`config.mk`:
```
export PLATFORM = sky130hd
export DESIGN_NAME = port_change_irq
export DESIGN_NICKNAME = d
export VERILOG_FILES = /design/src/rtl/pcig_pkg.sv /design/src/rtl/pcig_sync.sv /design/src/rtl/pcig_ref.sv /design/src/rtl/pcig_fsm.sv /design/src/rtl/port_change_irq.sv
export SDC_FILE = /design/constraint.sdc
export NUM_CORES = 1
export LEC_CHECK = 0
export CELL_PAD_IN_SITES_DETAIL_PLACEMENT = 1
export CELL_PAD_IN_SITES_GLOBAL_PLACEMENT = 1
export CORE_ASPECT_RATIO = 0.5
export CORE_UTILIZATION = 37
export CTS_CLUSTER_DIAMETER = 100
export DETAILED_ROUTE_END_ITERATION = 10
export DONT_BUFFER_PORTS = 1
export PLACE_DENSITY = 0.63
export RECOVER_POWER = 25
export SLEW_MARGIN = 20
export SYNTH_ARGS = -nofsm -noshare
export SYNTH_HDL_FRONTEND = slang
export SYNTH_HIERARCHICAL = 1
export SYNTH_SLANG_ARGS = --single-unit
export TNS_END_PERCENT = 30
```
`constraint.sdc`:
```
create_clock -name clk -period 1.4 [get_ports clk]
set_clock_uncertainty 0.2 [all_clocks]
set_input_delay 0.42 -clock clk [delete_from_list [all_inputs] [get_ports clk]]
set_output_delay 0.42 -clock clk [all_outputs]
set_load 0.02 [all_outputs]
```
`src/rtl/pcig_pkg.sv`:
```
package pcig_pkg;

    typedef enum logic [1:0] {
        ST_ARMED    = 2'd0,
        ST_ASSERTED = 2'd1,
        ST_HOLDOFF  = 2'd2
    } pcig_state_e;

endpackage

```
`src/rtl/pcig_sync.sv`:
```
module pcig_sync #(
    parameter int          W       = 8,
    parameter int          STAGES  = 2,
    parameter logic [W-1:0] RST_VAL = '1
) (
    input  logic         clk,
    input  logic         rst_n,
    input  logic [W-1:0] d_in,
    output logic [W-1:0] d_out
);

    logic [W-1:0] stg [STAGES];

    for (genvar i = 0; i < STAGES; i++) begin : g_stage
        if (i == 0) begin : g_first
            always_ff @(posedge clk or negedge rst_n) begin
                if (!rst_n) stg[i] <= RST_VAL;
                else        stg[i] <= d_in;
            end
        end else begin : g_next
            always_ff @(posedge clk or negedge rst_n) begin
                if (!rst_n) stg[i] <= RST_VAL;
                else        stg[i] <= stg[i-1];
            end
        end
    end

    assign d_out = stg[STAGES-1];

endmodule

```
`src/rtl/pcig_ref.sv`:
```
module pcig_ref #(
    parameter int          W       = 8,
    parameter logic [W-1:0] RST_VAL = '1
) (
    input  logic         clk,
    input  logic         rst_n,
    input  logic         load,
    input  logic [W-1:0] snap,
    output logic [W-1:0] ref_q,
    output logic         differs
);

    always_ff @(posedge clk or negedge rst_n) begin
        if (!rst_n)    ref_q <= RST_VAL;
        else if (load) ref_q <= snap;
    end

    assign differs = |(snap ^ ref_q);

endmodule

```
`src/rtl/pcig_fsm.sv`:
```
module pcig_fsm
    import pcig_pkg::*;
(
    input  logic clk,
    input  logic rst_n,
    input  logic differs,
    input  logic scl_rise,
    input  logic scl_fall,
    input  logic rd_ack_phase,
    input  logic wr_ack_phase,
    output logic ref_load,
    output logic irq_oe
);

    pcig_state_e state_q, state_nx;
    logic        clr_rd, clr_wr, clr_any, ack_busy;

    assign clr_rd   = rd_ack_phase & scl_rise;
    assign clr_wr   = wr_ack_phase & scl_fall;
    assign clr_any  = clr_rd | clr_wr;
    assign ack_busy = rd_ack_phase | wr_ack_phase;
    assign ref_load = clr_any | (state_q == ST_HOLDOFF);

    always_comb begin
        state_nx = state_q;
        unique case (state_q)
            ST_ARMED: begin
                if (clr_any)      state_nx = ST_HOLDOFF;
                else if (differs) state_nx = ST_ASSERTED;
            end
            ST_ASSERTED: begin
                if (clr_any)       state_nx = ST_HOLDOFF;
                else if (!differs) state_nx = ST_ARMED;
            end
            ST_HOLDOFF: begin
                if (!ack_busy && !clr_any) state_nx = ST_ARMED;
            end
            default: state_nx = ST_ARMED;
        endcase
    end

    always_ff @(posedge clk or negedge rst_n) begin
        if (!rst_n) state_q <= ST_ARMED;
        else        state_q <= state_nx;
    end

    always_ff @(posedge clk or negedge rst_n) begin
        if (!rst_n) irq_oe <= 1'b0;
        else        irq_oe <= (state_nx == ST_ASSERTED);
    end

    AST_ARMED_RAISES: assert property (@(posedge clk) disable iff (!rst_n)
        (state_q == ST_ARMED && differs && !clr_any) |=> irq_oe);
    AST_REVERT_DROPS: assert property (@(posedge clk) disable iff (!rst_n)
        (state_q == ST_ASSERTED && !differs && !clr_any) |=> !irq_oe);
    AST_READ_CLEAR: assert property (@(posedge clk) disable iff (!rst_n)
        (rd_ack_phase && scl_rise) |=> !irq_oe);
    AST_WRITE_CLEAR: assert property (@(posedge clk) disable iff (!rst_n)
        (wr_ack_phase && scl_fall) |=> !irq_oe);
    AST_FOREIGN_HOLD: assert property (@(posedge clk) disable iff (!rst_n)
        (state_q == ST_ASSERTED && differs && !rd_ack_phase && !wr_ack_phase) |=> irq_oe);
    AST_HOLDOFF_QUIET: assert property (@(posedge clk) disable iff (!rst_n)
        (state_q == ST_HOLDOFF) |=> !irq_oe);

endmodule

```
`src/rtl/port_change_irq.sv`:
```
module port_change_irq #(
    parameter int PORT_W      = 8,
    parameter int SYNC_STAGES = 2
) (
    input  logic              clk,
    input  logic              rst_n,
    input  logic [PORT_W-1:0] port_raw,
    input  logic              scl_rise,
    input  logic              scl_fall,
    input  logic              rd_ack_phase,
    input  logic              wr_ack_phase,
    output logic              irq_oe
);

    localparam logic [PORT_W-1:0] IDLE_LEVEL = '1;

    logic [PORT_W-1:0] snap, ref_q;
    logic              differs, ref_load;

    pcig_sync #(.W(PORT_W), .STAGES(SYNC_STAGES), .RST_VAL(IDLE_LEVEL)) u_sync (
        .clk   (clk),
        .rst_n (rst_n),
        .d_in  (port_raw),
        .d_out (snap)
    );

    pcig_ref #(.W(PORT_W), .RST_VAL(IDLE_LEVEL)) u_ref (
        .clk     (clk),
        .rst_n   (rst_n),
        .load    (ref_load),
        .snap    (snap),
        .ref_q   (ref_q),
        .differs (differs)
    );

    pcig_fsm u_fsm (
        .clk          (clk),
        .rst_n        (rst_n),
        .differs      (differs),
        .scl_rise     (scl_rise),
        .scl_fall     (scl_fall),
        .rd_ack_phase (rd_ack_phase),
        .wr_ack_phase (wr_ack_phase),
        .ref_load     (ref_load),
        .irq_oe       (irq_oe)
    );

    AST_RESET_REF: assert property (@(posedge clk) disable iff (!rst_n)
        $rose(rst_n) |-> (ref_q == IDLE_LEVEL));
    AST_FOREIGN_REF: assert property (@(posedge clk) disable iff (!rst_n)
        (!ref_load) |=> $stable(ref_q));

endmodule

```
==> impl_results.md, run 1 <==
- Post-Synthesis Cells: 65
- Antenna viol nets, final: 0
- CTS buffer count: 3
- Total number of vias: 516
- Boundary Pins: 15
- Compound-Gate Fraction of Synth Area: 0.03690
- Pre-CTS setup slack: -0.1823 ns
- PwrDens: 1429 nW/um^2
- Vias per Instance: 4.649
- DP HPWL: 1090 um
- Die height: 39.08 um
- Most frequent cells in the layout: dfstp_2, dlygate4sd3_1, xor2_1, mux2_2, buf_4
- Final #Nets: 91
- Mapped cell area: 1017 um^2
- CTS Root Cell: clkbuf_8
- Mux cell area share after synthesis: 0.08856
- RePlAce Congestion: 0.7570
- Met3 Use GR: 0.06588
- Pleak: 0.4937 nW
- PortBufs: 0
- WHS: 0.03689 ns
- Period utilisation layout: 1.109
- Maximum VDD drop: 592.4 uV
- Worst-skew pair later-pin latency: 0.27 ns
- Die area: 2976 um^2
- Crit-path max FO: 8
- Final WL: 1616 um
- Gr busiest metal: met2
- Synth Area in Simple Gates: 0.04797
- Fraction of the mapped netlist area in adder cells: 0
- Ranking of synthesized cells by area: dfstp_2, mux2_2, dfrtp_1, xor2_1, buf_4
- Worst Setup End Kind: flip-flop
- DR iter-0 viols: 10
- # DRC: 0
- Synth cell types: 13
- Share of the synthesized area in the top cell type: 0.6199
- Largest net degree at the start of global routing: 28
- Mean Syn Cell Area: 15.65 um^2
- Status: complete, but fails checks
- Seq/Total Area, Yosys: 0.6937
- Fmax: 0.6443 GHz
- Layout cells sized above 1: 0.5789
- Kind of critical path: flip-flop to flip-flop
- Fin crit period: 1.552 ns
- R2R Setup Slk: -0.15 ns
- Main combinational cell family by area after synthesis: multiplexers
- Clock transition at the registers of the reported paths: 0.09 ns
- Ys Warns: 6
- Setup tns final: -1.343 ns
- Least-Margin Pin Slew: 0.2507 ns
- Synth area leader: dfstp_2
- Hold WC Path Type: input port to flip-flop
- Clk buf depth: 2
- # H-tree levels: 1
- Most common cell after layout, fill and taps aside: dfstp_2
- Total gr overflow: 0
- Seq cells post-synth: 27
- Post-Syn Nets: 79
- Synth Area in XOR/XNOR: 0.06888
- Slew HR: 0.8313
- Clock Sink Count: 27
- Fill count: 242
- CP required: 1.40 ns
- Number of global-route vias before repair: 575
- Final Hold Fails: 0
- Initial Util: 0.4234
- Placement Rows: 12
- GRT Overall Usage: 0.1338
- Per-cell routed wire length: 14.56 um
- Routing usage on met1: 0.1475
- CTS tree: built
- Final setup violation count: 10
- Area Overhead vs Synth: 19.80%
- N_diodes: 0
- GR Layer Usage met2: 0.2273
- Critical Path Source Type: flip-flop
- Die Wd: 76.15 um
- Pre-antenna DRT Iters: 2
- Area of the core: 2402 um^2
- Max cap viols: 0
- Final slew viol count: 0
- RSZ-0062 raised after global routing: true
- Number of antenna violations at the first check in global routing: 0
- CP arrival: 1.55 ns
- First-pass GRT wire length: 2746 um
- Fin worst setup slack: -0.1521 ns
- Failing checks: negative setup slack
## cells by family after synthesis
group / count (synthesis)
xor+xnor: 8
buf+inv: 9
mux: 8
flops: 27
compound gates: 5
simple gates: 8
## critical path, cell delays in order, from the launching register on
cell and delay (ns):
dfrtp_1 0.38, and2b_1 0.17, a221o_1 0.31, buf_12 0.15, mux2_2 0.27
## flip-flops by register name, indices dropped and copies added (netlist names)
register	cells
u_sync/d_out	8
u_fsm/irq_oe	1
u_fsm/state_q	2
u_sync/stg	8
u_ref/ref_q	8
## per-stage QoR
stage / cells / area, um^2 / power (mW) / utilization
after global routing: 111 / 1219 / 1.836 / 0.5073
after floorplan: 65 / 1023 / 1.169 / -
after detailed placement: 94 / 1031 / 1.238 / 0.4292
final: 111 / 1219 / 1.741 / 0.5073
after global placement: 94 / 1031 / 1.214 / 0.4292
after CTS: 110 / 1211 / 1.756 / 0.5042
## power breakdown
part / internal, mW / leakage (nW) / switching, mW
logic: 0.198 / 0.182 / 0.118
registers: 0.927 / 0.290 / 0.0598
clock network: 0.202 / 0.0217 / 0.236
total: 1.33 / 0.494 / 0.414
## area by class of cell
type | instances | area, um^2 | share of cell area
well taps | 35 | 43.79 | 0.03593
multi-input cells | 29 | 252.7 | 0.2074
clock buffers | 3 | 41.29 | 0.03388
clock inverters | 1 | 7.507 | 0.006160
repair buffers | 16 | 167.7 | 0.1376
flip-flops and latches | 27 | 705.7 | 0.5791
## path summary, 6_finish.rpt
check / startpoint / end / cells past startpoint
min in group asynchronous: rst_n / u_fsm/irq_oe$_DFF_PN0_ / 2
max reg2reg: u_fsm/state_q[1]$_DFF_PN0_ / u_ref/ref_q[5]$_DFFE_PN1P_ / 4
max in group asynchronous: rst_n / u_ref/ref_q[5]$_DFFE_PN1P_ / 2
min reg2reg: u_sync/stg[8]$_DFF_PN1_ / u_sync/d_out[0]$_DFF_PN1_ / 0
min: rd_ack_phase / u_fsm/state_q[0]$_DFF_PN0_ / 1
max: u_fsm/state_q[1]$_DFF_PN0_ / u_ref/ref_q[5]$_DFFE_PN1P_ / 4
## per-layer routing
metal | wire length, um | vias to the layer above
met2 | 777 | 19
met4 | 46 | 0
met5 | 0 | -
met3 | 124 | 6
li1 | - | 233
met1 | 668 | 258
## what timing repair did
action | in CTS | in global routing
setup endpoints to repair | 10 | 11
hold endpoints to repair | 35 | 0
pin swaps | 1 | 2
hold buffers | 10 | 0
gates resized for setup | 1 | 1
setup buffers | 2 | 1
## Yosys cell counts (all sizes together)
cell type,instances
a221o,1
a221oi,2
and2b,3
buf,9
dfrtp,3
dfstp,24
mux2,8
nand2,2
nand2b,1
nor4,2
o21ai,2
xor2,8
No activity file was read; power rests on OpenSTA's default activity.
==> run 2: changes to the inputs <==
==> constraint.sdc (replaced) <==
create_clock -name clk -period 1.4 [get_ports clk]
set_clock_uncertainty 0.2 [all_clocks]
set_input_delay 0.07 -clock clk [delete_from_list [all_inputs] [get_ports clk]]
set_output_delay 0.07 -clock clk [all_outputs]
set_load 0.02 [all_outputs]
==> run 2 against run 1 <==
Compared with the run above:
- the flow still finishes with violations (negative setup slack)
- total power grew 0.37%
- via count up 0.58%
- sequential power hardly changed
- final cell count increased by 3.6%
- fmax down 0.13%
- design area rose by 2.1%
- utilization grew 1.0 points
- first-iteration DRC count is 20% higher
- global-route usage rose by 0.83 points
- count of clock-buffer cells in the layout unchanged
- die area unchanged
- worst hold slack gained 0.043 ns
- critical endpoint unchanged
==> impl_results.md, run 2 (synthesis gave the netlist of run 1 again) <==
- Clock transition at the registers of the reported paths: 0.09 ns (about the same)
- Final WL: 1706 um (+5.6%)
- Area of the core: 2402 um^2 (unchanged)
- Tot Pwr: 1.748 mW (+0.37%)
- Internal: 1.329 mW (+0.16%)
- Most frequent cells in the layout: dfstp_2, dlygate4sd3_1, xor2_1, mux2_2, buf_4
- Hold WC Path Type: input port to flip-flop
- CP required: 1.40 ns (about the same)
- CP cell instances: and2b_1 -> a221o_1 -> buf_12 -> mux2_2
- Die area: 2976 um^2 (unchanged)
- Cell Area, Placed: 1031 um^2 (unchanged)
- Final slew viol count: 0 (unchanged)
- NetSw: 0.4187 mW (+1.0%)
- Die Wd: 76.15 um (unchanged)
- Part of the power in registers: 0.565 (-0.002)
- CP arrival: 1.55 ns (about the same)
- # H-tree levels: 1 (unchanged)
- Sw Share: 0.2396 (+0.001594)
- Max cap viols: 0 (unchanged)
- Fin worst setup slack: -0.1541 ns (-0.002028 ns)
- Critical path's slowest cell: dfrtp_1
- CTS tree: built
- Setup tns final: -1.359 ns (-0.01601 ns)
- Worst path bufs/invs: 1 (unchanged)
- N_diodes: 0 (unchanged)
- # DRC: 0 (unchanged)
- Post-Layout Cell Count: 115 (+3.6%)
- Final #Nets: 95 (+4.4%)
- Per-cell routed wire length: 14.83 um (+1.9%)
- Area Overhead vs Synth: 22.26%
- CP max stage delay: 0.38 ns (about the same)
- Initial Util: 0.4234 (unchanged)
- Maximum VDD drop: 593.8 uV (+0.25%)
- Final setup violation count: 10 (unchanged)
- Crit-path max FO: 8 (unchanged)
- Layout cells sized above 1: 0.5500 (-0.02895)
- CTS Root Cell: clkbuf_8
- Boundary Pins: 15 (unchanged)
- Number of global-route vias before repair: 580 (+0.87%)
- PortBufs: 0 (unchanged)
- Clock Sink Count: 27 (unchanged)
- Die height: 39.08 um (unchanged)
- Final Hold Fails: 0 (unchanged)
- Kind of critical path: flip-flop to flip-flop
- Clock Power Share: 0.251 (about the same)
- First-pass GRT wire length: 2925 um (+6.5%)
- PwrDens: 1405 nW/um^2 (-1.6%)
- Failing checks: negative setup slack
- Slew HR: 0.5735 (-0.2578)
- DP HPWL: 1090 um (unchanged)
- Least-Margin Pin Slew: 0.6397 ns (+0.3890 ns)
- Placed cells: 94 (unchanged)
- GRT Overall Usage: 0.1421 (+0.008329)
- Clk buf depth: 2 (unchanged)
- Fin crit period: 1.554 ns (+0.002028 ns)
- Total gr overflow: 0 (unchanged)
- Largest net degree at the start of global routing: 28 (unchanged)
- Most common cell after layout, fill and taps aside: dfstp_2
- Fmax: 0.6434 GHz (-0.13%)
- Final Instance Area: 1244 um^2 (+2.1%)
- DR iter-0 viols: 12 (+2)
- CP top delay family: flip-flops
- Total number of vias: 519 (+0.58%)
- Worst Setup End Kind: flip-flop
- R2R Setup Slk: -0.15 ns (about the same)
- Vias per Instance: 4.513 (-2.9%)
- Critical Path Source Type: flip-flop
- Placement Rows: 12 (unchanged)
- Post-Route Utilization: 0.5177 (+0.01042)
- RePlAce Congestion: 0.7570 (unchanged)
- Combinational share of power: 0.185 (+0.003)
- Worst-skew pair later-pin latency: 0.27 ns (about the same)
- Pleak: 0.5051 nW (+2.3%)
- CTS buffer count: 3 (unchanged)
- Pre-CTS setup slack: -0.1823 ns (unchanged)
- Number of antenna violations at the first check in global routing: 0 (unchanged)
- Status: complete, but fails checks
- RSZ-0062 raised after global routing: true
- WHS: 0.07957 ns (+0.04268 ns)
- Antenna viol nets, final: 0 (unchanged)
- Pre-antenna DRT Iters: 2 (unchanged)
- Period utilisation layout: 1.110 (+0.001449)
## run 2: final cells by class
| type | count | area [um^2] |
|---|---|---|
| clock buffer | 3 | 41.29 |
| timing repair buffer | 20 | 192.7 |
| sequential | 27 | 705.7 |
| clock inverter | 1 | 7.507 |
| tap | 35 | 43.79 |
| fill | 246 | 1159 |
| multi-input combinational | 29 | 252.7 |
## run 2: path summary, 6_finish.rpt
| check | startpoint | endpoint | cells past startpoint |
|---|---|---|---|
| setup / recovery | u_fsm/state_q[1]$_DFF_PN0_ | u_ref/ref_q[5]$_DFFE_PN1P_ | 4 |
| hold / removal | rd_ack_phase | u_ref/ref_q[0]$_DFFE_PN1P_ | 3 |
| setup reg to reg | u_fsm/state_q[1]$_DFF_PN0_ | u_ref/ref_q[5]$_DFFE_PN1P_ | 4 |
| hold reg to reg | u_sync/stg[8]$_DFF_PN1_ | u_sync/d_out[0]$_DFF_PN1_ | 0 |
| max in group asynchronous | rst_n | u_fsm/state_q[1]$_DFF_PN0_ | 2 |
| min in group asynchronous | rst_n | u_fsm/irq_oe$_DFF_PN0_ | 2 |
## run 2: power by group through the flow
stage / clock [mW] / combinational [mW] / sequential, mW
detailed placement: 0 / 0.237 / 1.00
global placement: 0 / 0.223 / 0.992
CTS: 0.463 / 0.320 / 0.987
floorplan: 0 / 0.188 / 0.981
finish: 0.438 / 0.323 / 0.987
global route: 0.490 / 0.354 / 1.00
## run 2: what timing repair did
| action | in CTS | in global routing |
|---|---|---|
| gates resized for setup | 1 | 0 |
| hold endpoints to repair | 38 | 0 |
| pin swaps | 1 | 2 |
| hold buffers | 14 | 0 |
| setup endpoints to repair | 10 | 11 |
| setup buffers | 2 | 1 |
## run 2: worst min-delay path, delay by kind of cell
family | cells | cell delay [ns]
muxes | 1 | 0.14
AOI/OAI and AO/OA | 1 | 0.17
buffers and inverters | 1 | 0.13
## run 2: metal layers
metal / global-route usage / share of wire / vias to the layer above
li1: - / - / 239
met3: 0.06118 / 0.060 / 2
met2: 0.2591 / 0.50 / 16
met4: 0.02885 / 0.0041 / 0
met1: 0.1622 / 0.44 / 262
met5: 0 / 0 / -
